`config.mk`:
```
export PLATFORM = sky130hd
export DESIGN_NAME = sxb_top
export DESIGN_NICKNAME = d
export VERILOG_FILES = /design/src/rtl/sxb_pkg.sv /design/src/rtl/sxb_rx.sv /design/src/rtl/sxb_tx.sv /design/src/rtl/sxb_pinmux.sv /design/src/rtl/sxb_top.sv
export SDC_FILE = /design/constraint.sdc
export NUM_CORES = 1
export LEC_CHECK = 0
export ABC_AREA = 0
export CORE_MARGIN = 4
export CORE_UTILIZATION = 30
export CTS_BUF_LIST = sky130_fd_sc_hd__clkbuf_4
export DETAILED_ROUTE_END_ITERATION = 8
export GPL_ROUTABILITY_DRIVEN = 0
export PLACE_DENSITY = 0.56
export RECOVER_POWER = 50
export SYNTH_ARGS = -nofsm -noshare
export SYNTH_HDL_FRONTEND = slang
export SYNTH_SLANG_ARGS = --single-unit
```
`constraint.sdc`:
```
create_clock -name clk -period 4.5 [get_ports clk]
set_input_delay 0.9 -clock clk [delete_from_list [all_inputs] [get_ports clk]]
set_output_delay 0.9 -clock clk [all_outputs]
set_load 0.02 [all_outputs]
```
`src/rtl/sxb_pkg.sv`:
```
package sxb_pkg;
  localparam logic [1:0] A_DATA = 2'd0;
  localparam logic [1:0] A_STAT = 2'd1;
  localparam logic [1:0] A_CTRL = 2'd2;
  localparam logic [1:0] A_PIN  = 2'd3;

  typedef struct packed {
    logic par_odd;
    logic par_en;
    logic sync_mode;
    logic rx_en;
    logic tx_en;
  } ctrl_t;

  typedef struct packed {
    logic lvl;
    logic dir;
    logic sel;
  } pinctl_t;

  // two-of-three vote on the mid-bit samples
  function automatic logic maj3(input logic a, input logic b, input logic c);
    return (a & b) | (a & c) | (b & c);
  endfunction

  // parity bit that makes the ones count even (odd when odd_sel is set)
  function automatic logic par_of(input logic [7:0] d, input logic odd_sel);
    return (^d) ^ odd_sel;
  endfunction
endpackage

```
`src/rtl/sxb_rx.sv`:
```
module sxb_rx import sxb_pkg::*; #(
  parameter int OS = 16
) (
  input  logic       clk,
  input  logic       rst_n,
  input  logic       en,
  input  logic       sync_mode,
  input  logic       par_en,
  input  logic       par_odd,
  input  logic       tick,
  input  logic       sclk_rise,
  input  logic       rxd,
  output logic       done,
  output logic [7:0] data,
  output logic       par_bad,
  output logic       stop_bad
);
  localparam int OSW = $clog2(OS);
  localparam logic [OSW-1:0] MID = OSW'(OS / 2);

  logic           busy;
  logic [OSW-1:0] os_cnt;
  logic [3:0]     bitn;
  logic [1:0]     samp;
  logic [7:0]     shreg;
  logic           pbit;
  logic           vote;
  logic [3:0]     last_bit;

  assign vote     = maj3(samp[0], samp[1], rxd);
  assign last_bit = par_en ? 4'd10 : 4'd9;

  always_ff @(posedge clk or negedge rst_n) begin
    if (!rst_n) begin
      busy <= 1'b0; os_cnt <= '0; bitn <= '0; samp <= '0; shreg <= '0;
      pbit <= 1'b0; done <= 1'b0; data <= '0; par_bad <= 1'b0; stop_bad <= 1'b0;
    end else begin
      done <= 1'b0;
      if (!en) begin
        busy <= 1'b0;
        bitn <= '0;
      end else if (sync_mode) begin
        if (sclk_rise) begin
          shreg <= {rxd, shreg[7:1]};
          if (bitn == 4'd7) begin
            bitn     <= '0;
            done     <= 1'b1;
            data     <= {rxd, shreg[7:1]};
            par_bad  <= 1'b0;
            stop_bad <= 1'b0;
          end else begin
            bitn <= bitn + 4'd1;
          end
        end
      end else if (tick) begin
        if (!busy) begin
          if (!rxd) begin
            busy   <= 1'b1;
            os_cnt <= OSW'(1);
            bitn   <= '0;
          end
        end else begin
          os_cnt <= os_cnt + OSW'(1);
          if (os_cnt == MID - OSW'(1)) samp[0] <= rxd;
          if (os_cnt == MID)           samp[1] <= rxd;
          if (os_cnt == MID + OSW'(1)) begin
            bitn <= bitn + 4'd1;
            if (bitn == 4'd0) begin
              if (vote) busy <= 1'b0;          // false start
            end else if (bitn <= 4'd8) begin
              shreg <= {vote, shreg[7:1]};
            end else if (bitn == last_bit) begin
              busy     <= 1'b0;
              done     <= 1'b1;
              data     <= shreg;
              stop_bad <= !vote;
              par_bad  <= par_en && (par_of(shreg, par_odd) != pbit);
            end else begin
              pbit <= vote;
            end
          end
        end
      end
    end
  end

  // a disabled receiver reports no completed frame
  p_rx_quiet_when_off_r2: assert property (@(posedge clk) disable iff (!rst_n)
    !en |=> !done);
endmodule

```
`src/rtl/sxb_tx.sv`:
```
module sxb_tx import sxb_pkg::*; #(
  parameter int OS = 16
) (
  input  logic       clk,
  input  logic       rst_n,
  input  logic       sync_mode,
  input  logic       par_en,
  input  logic       par_odd,
  input  logic       tick,
  input  logic       sclk_fall,
  input  logic       start,
  input  logic [7:0] din,
  output logic       busy,
  output logic       txd
);
  localparam int OSW = $clog2(OS);
  localparam logic [OSW-1:0] LAST_TICK = OSW'(OS - 1);

  logic [10:0]    sh;
  logic [3:0]     cnt;
  logic [OSW-1:0] os_cnt;
  logic           step;

  assign step = sync_mode ? sclk_fall : (tick && os_cnt == LAST_TICK);
  assign txd  = busy ? sh[0] : 1'b1;

  always_ff @(posedge clk or negedge rst_n) begin
    if (!rst_n) begin
      busy <= 1'b0; sh <= '1; cnt <= '0; os_cnt <= '0;
    end else if (start && !busy) begin
      busy   <= 1'b1;
      os_cnt <= '0;
      if (sync_mode) begin
        sh  <= {3'b111, din};
        cnt <= 4'd8;
      end else begin
        sh  <= {1'b1, par_en ? par_of(din, par_odd) : 1'b1, din, 1'b0};
        cnt <= par_en ? 4'd11 : 4'd10;
      end
    end else if (busy) begin
      if (tick && !sync_mode) os_cnt <= os_cnt + OSW'(1);
      if (step) begin
        sh  <= {1'b1, sh[10:1]};
        cnt <= cnt - 4'd1;
        if (cnt == 4'd1) busy <= 1'b0;
      end
    end
  end

  // an asynchronous frame opens with a low start bit
  p_start_bit_low_r1: assert property (@(posedge clk) disable iff (!rst_n)
    $rose(busy) && !sync_mode |-> !txd);
endmodule

```
`src/rtl/sxb_pinmux.sv`:
```
module sxb_pinmux (
  input  logic tx_line,
  input  logic ovr_sel,
  input  logic ovr_dir,
  input  logic ovr_lvl,
  output logic pin,
  output logic oe
);
  always_comb begin
    if (ovr_sel) begin
      pin = ovr_dir ? ovr_lvl : 1'b1;
      oe  = ovr_dir;
    end else begin
      pin = tx_line;
      oe  = 1'b1;
    end
  end
endmodule

```
`src/rtl/sxb_top.sv`:
```
module sxb_top import sxb_pkg::*; #(
  parameter int TICK_DIV = 2,
  parameter int OS       = 16
) (
  input  logic       clk,
  input  logic       rst_n,
  input  logic [1:0] bus_addr,
  input  logic       bus_wr,
  input  logic       bus_rd,
  input  logic [7:0] bus_wdata,
  output logic [7:0] bus_rdata,
  input  logic       rxd_pin,
  input  logic       sclk_in,
  output logic       txd_out,
  output logic       txd_oe
);
  localparam int TW = (TICK_DIV > 1) ? $clog2(TICK_DIV) : 1;

  ctrl_t   ctrl;
  pinctl_t pctl;
  logic [7:0] tdr, rdr;
  logic tx_empty, rx_full, ovr_err, par_err, frm_err;
  logic [TW-1:0] tick_cnt;
  logic tick;
  logic [1:0] rxd_sync;
  logic [2:0] sclk_sync;
  logic sclk_rise, sclk_fall, rxd_s;
  logic tx_busy, tx_line, tx_start, err_any;
  logic rx_done, rx_par_bad, rx_stop_bad;
  logic [7:0] rx_data;
  logic wr_data, wr_stat, wr_ctrl, wr_pin, rd_data;

  assign wr_data = bus_wr && bus_addr == A_DATA;
  assign wr_stat = bus_wr && bus_addr == A_STAT;
  assign wr_ctrl = bus_wr && bus_addr == A_CTRL;
  assign wr_pin  = bus_wr && bus_addr == A_PIN;
  assign rd_data = bus_rd && bus_addr == A_DATA;

  // oversample tick and input synchronizers
  always_ff @(posedge clk or negedge rst_n) begin
    if (!rst_n) begin
      tick_cnt <= '0; tick <= 1'b0; rxd_sync <= 2'b11; sclk_sync <= '0;
    end else begin
      tick      <= (tick_cnt == TW'(TICK_DIV - 1));
      tick_cnt  <= (tick_cnt == TW'(TICK_DIV - 1)) ? '0 : tick_cnt + TW'(1);
      rxd_sync  <= {rxd_sync[0], rxd_pin};
      sclk_sync <= {sclk_sync[1:0], sclk_in};
    end
  end
  assign rxd_s     = rxd_sync[1];
  assign sclk_rise = sclk_sync[1] && !sclk_sync[2];
  assign sclk_fall = !sclk_sync[1] && sclk_sync[2];

  assign err_any  = ovr_err | par_err | frm_err;
  assign tx_start = ctrl.tx_en && !tx_empty && !tx_busy && !(ctrl.sync_mode && err_any);

  always_ff @(posedge clk or negedge rst_n) begin
    if (!rst_n) begin
      ctrl <= '0; pctl <= '0; tdr <= '0; rdr <= '0; tx_empty <= 1'b1;
      rx_full <= 1'b0; ovr_err <= 1'b0; par_err <= 1'b0; frm_err <= 1'b0;
    end else begin
      if (wr_ctrl) ctrl <= ctrl_t'(bus_wdata[4:0]);
      if (wr_pin)  pctl <= pinctl_t'(bus_wdata[2:0]);
      if (tx_start) tx_empty <= 1'b1;
      if (wr_data) begin
        tdr      <= bus_wdata;
        tx_empty <= 1'b0;
      end
      if (rd_data) rx_full <= 1'b0;
      if (wr_stat) begin
        ovr_err <= ovr_err & bus_wdata[3];
        par_err <= par_err & bus_wdata[4];
        frm_err <= frm_err & bus_wdata[5];
      end
      if (rx_done) begin
        if (rx_full) begin
          ovr_err <= 1'b1;
        end else begin
          rdr     <= rx_data;
          rx_full <= 1'b1;
        end
        if (rx_par_bad)  par_err <= 1'b1;
        if (rx_stop_bad) frm_err <= 1'b1;
      end
    end
  end

  always_comb begin
    case (bus_addr)
      A_DATA:  bus_rdata = rdr;
      A_STAT:  bus_rdata = {1'b0, rxd_s, frm_err, par_err, ovr_err, rx_full,
                            tx_empty && !tx_busy, tx_empty};
      A_CTRL:  bus_rdata = {3'b000, ctrl};
      default: bus_rdata = {5'b00000, pctl};
    endcase
  end

  sxb_tx #(.OS(OS)) u_tx (
    .clk(clk), .rst_n(rst_n), .sync_mode(ctrl.sync_mode), .par_en(ctrl.par_en),
    .par_odd(ctrl.par_odd), .tick(tick), .sclk_fall(sclk_fall), .start(tx_start),
    .din(tdr), .busy(tx_busy), .txd(tx_line)
  );

  sxb_rx #(.OS(OS)) u_rx (
    .clk(clk), .rst_n(rst_n), .en(ctrl.rx_en), .sync_mode(ctrl.sync_mode),
    .par_en(ctrl.par_en), .par_odd(ctrl.par_odd), .tick(tick), .sclk_rise(sclk_rise),
    .rxd(rxd_s), .done(rx_done), .data(rx_data), .par_bad(rx_par_bad),
    .stop_bad(rx_stop_bad)
  );

  sxb_pinmux u_pin (
    .tx_line(tx_line), .ovr_sel(pctl.sel), .ovr_dir(pctl.dir), .ovr_lvl(pctl.lvl),
    .pin(txd_out), .oe(txd_oe)
  );

  // an output override owns the pin, whatever the shifter does
  p_override_owns_pin_r6: assert property (@(posedge clk) disable iff (!rst_n)
    pctl.sel && pctl.dir |-> txd_out == pctl.lvl && txd_oe);
  // input direction releases the pin
  p_override_release_r8: assert property (@(posedge clk) disable iff (!rst_n)
    pctl.sel && !pctl.dir |-> !txd_oe);
  // a pending error keeps the synchronous shifter idle
  p_sync_interlock_r9: assert property (@(posedge clk) disable iff (!rst_n)
    ctrl.sync_mode && err_any && !tx_busy |=> !tx_busy);
  // a low stop sample raises the framing flag
  p_stop_low_frames_r4: assert property (@(posedge clk) disable iff (!rst_n)
    rx_done && rx_stop_bad |=> frm_err);
  // a frame landing on an unread byte raises overrun and keeps the byte
  p_overrun_on_full_r11: assert property (@(posedge clk) disable iff (!rst_n)
    rx_done && rx_full |=> ovr_err && $stable(rdr));
  // turning the receiver off leaves the flags alone
  p_flags_survive_off_r10: assert property (@(posedge clk) disable iff (!rst_n)
    wr_ctrl && !bus_wdata[1] && !rx_done |=> $stable({ovr_err, par_err, frm_err}));
endmodule

```
==> flow_results.xml <==
<?xml version="1.0" encoding="UTF-8"?>
<metrics>
  <group name="timing">
    <metric name="final-setup-viol-count" unit="">0</metric>
    <metric name="timing.final.hold_violations" unit="">0</metric>
    <metric name="layout_worst_path_cycle_share" unit="%">84.0</metric>
    <metric name="rsz0062_at_grt" unit="">false</metric>
    <metric name="worst_slew_margin_rel" unit="%">-44.1</metric>
    <metric name="setup-tns-final" unit="ns">0</metric>
    <metric name="timing.final.crit_period" unit="ns">3.78</metric>
    <metric name="worst_slack" unit="ns">0.720</metric>
    <metric name="max_slew.worst_pin.slew" unit="ns">2.16</metric>
    <metric name="slew_viol_final" unit="">87</metric>
    <metric name="clock.fmax" unit="MHz">265</metric>
    <metric name="fin_skew" unit="ns">0.0249</metric>
  </group>
  <group name="cells_and_area">
    <metric name="fill_cells" unit="">1386</metric>
    <metric name="drive_above_1_share" unit="%">24.2</metric>
    <metric name="multiInputGateArea" unit="sq um">1970</metric>
    <metric name="layout.cells.non_filler" unit="">577</metric>
    <metric name="final_design_area_no_fill" unit="sq um">4870</metric>
    <metric name="areaGrowthSynthToFinish" unit="%">14.3</metric>
    <metric name="diodes" unit="">0</metric>
    <metric name="final-seq-area" unit="sq um">2170</metric>
    <metric name="nNetsFinal" unit="">416</metric>
  </group>
  <group name="yosys">
    <metric name="ys_dominant_reg_cell" unit="">dfrtp_1</metric>
    <metric name="post_synthesis_cell_area" unit="sq um">4260</metric>
    <metric name="synth.yosys.warnings" unit="">0</metric>
    <metric name="synth.top_cells.by_area" unit="">dfrtp_1 (43%), mux2_2 (14%), dfstp_2 (8.0%)</metric>
    <metric name="yosysTopAreaCell" unit="">dfrtp_1</metric>
    <metric name="synth-seq-area-share" unit="%">50.9</metric>
    <metric name="synthDominantCellAreaShare" unit="%">42.9</metric>
    <metric name="syn-mean-instance-area" unit="sq um">11.6</metric>
    <metric name="asyncSetResetFlopFracSynth" unit="%">100</metric>
    <metric name="syn-num-nets" unit="">391</metric>
    <metric name="synth_enable_flop_cells" unit="">0</metric>
    <metric name="leading_cell_type_by_number_of_instances_after_synthesis" unit="">dfrtp_1</metric>
    <metric name="yosysUniqueCellTypes" unit="">47</metric>
    <metric name="synthCells" unit="">367</metric>
    <metric name="postSynthRegisterBits" unit="">86</metric>
    <metric name="ys_top_cells_by_count" unit="">dfrtp_1 (73), mux2_2 (54), nor2_1 (26), nand2_1 (24), a21oi_1 (16)</metric>
  </group>
  <group name="setup_path">
    <metric name="regToRegStartpoint" unit="">ctrl[2]$_DFFE_PN0P_</metric>
    <metric name="timing.critical_path.required" unit="ns">3.60</metric>
    <metric name="crit_path_end" unit="">bus_rdata[1]</metric>
    <metric name="r2r.worst_path.cells" unit="">6</metric>
    <metric name="crit_path_max_fanout" unit="">11</metric>
    <metric name="criticalPathCategory" unit="">in2out</metric>
    <metric name="arrival" unit="ns">2.88</metric>
    <metric name="endpoint_kind" unit="">primary output</metric>
    <metric name="r2r-end" unit="">u_rx.data[0]$_DFFE_PN0P_</metric>
    <metric name="crit_path_start" unit="">bus_addr[0]</metric>
    <metric name="rrSetupSlack" unit="ns">2.10</metric>
    <metric name="worstSetupStartpointType" unit="">input port</metric>
  </group>
  <group name="detailed_routing">
    <metric name="drt-initial-drc-count" unit="">135</metric>
    <metric name="antenna_left" unit="">0</metric>
    <metric name="routedWlPerCell" unit="microns">15.1</metric>
    <metric name="wirelength" unit="microns">8690</metric>
    <metric name="drc_errors" unit="">0</metric>
    <metric name="vias" unit="">2800</metric>
    <metric name="drt_pre_antenna_iters" unit="">4</metric>
    <metric name="avgViaCountPerCell" unit="">4.85</metric>
  </group>
  <group name="die">
    <metric name="initial_utilization" unit="%">30.7</metric>
    <metric name="core_area" unit="sq um">13900</metric>
    <metric name="rows" unit="">43</metric>
    <metric name="floorplan.io_pins" unit="">26</metric>
    <metric name="die_area" unit="sq um">16200</metric>
    <metric name="floorplan.die.height" unit="microns">127</metric>
    <metric name="floorplan.die.width" unit="microns">127</metric>
  </group>
  <group name="cts">
    <metric name="path_clk_slew" unit="ns">0.12</metric>
    <metric name="clkLatencyLatePin" unit="ns">0.44</metric>
    <metric name="clock_net_sink_count" unit="">86</metric>
    <metric name="cts.repair_timing.setup_buffer_count" unit="">0</metric>
    <metric name="gates_resized_cts_repair" unit="">0</metric>
    <metric name="cts_bufs_inserted" unit="">9</metric>
    <metric name="root_buffer" unit="">clkbuf_4</metric>
    <metric name="clk_path_buf_depth" unit="">2</metric>
    <metric name="cts.hold.buffers_added" unit="">0</metric>
    <metric name="tritoncts" unit="">built</metric>
    <metric name="deepest_level_of_the_cts_h_tree" unit="">3</metric>
  </group>
  <group name="power">
    <metric name="cellPowerDensity" unit="nW/um^2">457</metric>
    <metric name="power.internal" unit="W">0.00153</metric>
    <metric name="post_layout_power" unit="W">0.00222</metric>
    <metric name="clkPwrFrac" unit="%">25.2</metric>
    <metric name="swShare" unit="%">31.3</metric>
    <metric name="sequentialPowerShare" unit="%">49.3</metric>
    <metric name="power.combinational.fraction" unit="%">25.5</metric>
    <metric name="p_leak" unit="nW">2.14</metric>
    <metric name="ir_drop" unit="mV">0.123</metric>
    <metric name="net-switching-power" unit="W">0.000696</metric>
  </group>
  <group name="global_routing">
    <metric name="gr-total-overflow" unit="">0</metric>
    <metric name="grt_start_max_net_pins" unit="">87</metric>
    <metric name="grtUsageTotal" unit="%">11.3</metric>
    <metric name="first_global_vias" unit="">2837</metric>
    <metric name="antenna_found_initial" unit="">0</metric>
    <metric name="wire_length_of_the_first_global_routing_pass" unit="microns">14600</metric>
  </group>
  <group name="placement">
    <metric name="place_ws" unit="ns">0.693</metric>
    <metric name="buffer_ports.inserted" unit="">25</metric>
    <metric name="post-place-cells" unit="">561</metric>
    <metric name="dpl_cell_area" unit="sq um">4680</metric>
    <metric name="place_hpwl" unit="microns">6160</metric>
  </group>
  <group name="run_status">
    <metric name="status" unit="">complete, but fails checks</metric>
    <metric name="violations_in_the_final_reports" unit="">max-capacitance violations, max-slew violations</metric>
  </group>
  <group name="hold_path">
    <metric name="hold_path_class" unit="">reg2reg</metric>
  </group>
  <group name="flow_run">
    <metric name="cap_violations" unit="">1</metric>
  </group>
</metrics>
## how the worst min path moves through the flow
| stage | startpoint | end | slack [ns] | cells past startpoint |
|---|---|---|---|---|
| floorplan | sclk_sync[0]$_DFF_PN0_ | sclk_sync[1]$_DFF_PN0_ | 0.33 | 0 |
| detailed placement | sclk_sync[0]$_DFF_PN0_ | sclk_sync[1]$_DFF_PN0_ | 0.34 | 0 |
| global route | rxd_sync[0]$_DFF_PN1_ | rxd_sync[1]$_DFF_PN1_ | 0.37 | 0 |
| global placement | sclk_sync[0]$_DFF_PN0_ | sclk_sync[1]$_DFF_PN0_ | 0.34 | 0 |
| finish | sclk_sync[0]$_DFF_PN0_ | sclk_sync[1]$_DFF_PN0_ | 0.36 | 0 |
| CTS | sclk_sync[0]$_DFF_PN0_ | sclk_sync[1]$_DFF_PN0_ | 0.37 | 0 |
## layer usage
| layer | global-route usage (%) | part of all wire, % |
|---|---|---|
| met1 | 14.9 | 48 |
| met3 | 2.76 | 3.1 |
| met5 | 0 | 0 |
| met2 | 18.6 | 48 |
| met4 | 3.03 | 1.0 |
## cell type report
cell class | count | area share (%)
multi-input combinational | 255 | 40.6
sequential | 86 | 44.5
timing repair buffer | 28 | 5.50
inverter | 12 | 0.925
tap | 180 | 4.63
clock buffer | 9 | 1.39
clock inverter | 7 | 2.47
## critical path: stages
cell             delay, ns
clkdlybuf4s50_1       0.83
mux4_2                0.59
clkdlybuf4s50_1       0.55
## registers in the layout, indices dropped and copies added, names as in the netlist, 3 cells and up
register,flops
rdr,8
pctl,3
u_rx.shreg,8
u_rx.os_cnt,4
u_tx.os_cnt,4
sclk_sync,3
u_tx.cnt,4
tdr,8
u_rx.bitn,4
u_tx.sh,10
ctrl,5
u_rx.data,8
## placed cells by master, fill, tap and decap left out, types with 5 or more instances in the layout
cell type	Yosys	routed
a21oi_1	16	16
a31oi_1	5	5
clkbuf_4	0	9
clkdlybuf4s50_1	0	22
dfrtp_1	73	73
dfstp_2	13	13
ha_1	8	8
inv_1	12	12
mux2_2	54	54
mux2i_1	11	11
nand2_1	24	24
nand2b_1	6	6
nand3_1	12	12
nand3b_1	6	6
nor2_1	26	26
o21ai_0	12	12
o22ai_1	10	10
xnor2_1	14	14
xor2_1	6	6
## cells by family after synthesis
group                      after synthesis  synth area share [%]
and+or+nand+nor                        100                  12.0
DFF                                     86                  50.9
muxes                                   68                  18.4
AOI/OAI and AO/OA                       57                  8.67
buffers and inverters                   26                  2.73
xor gates and xnor gates                21                  4.64
adders and majority gates                9                  2.59
## power by group through the flow
stage | Clock (W) | Combinational, W | Sequential, W
global route | 0.000614 | 0.000632 | 0.00112
detailed placement | 0 | 0.000570 | 0.00111
finish | 0.000559 | 0.000567 | 0.00110
floorplan | 0 | 0.000443 | 0.00106
global placement | 0 | 0.000557 | 0.00111
CTS | 0.000582 | 0.000573 | 0.00110
## through the flow
step	hold slack [ns]	util (%)
global placement	0.341	33.7
CTS	0.369	35.1
floorplan	0.331	-
finish	0.363	35.1
global route	0.374	35.1
detailed placement	0.340	33.7
(Power assumes the default switching activity.)
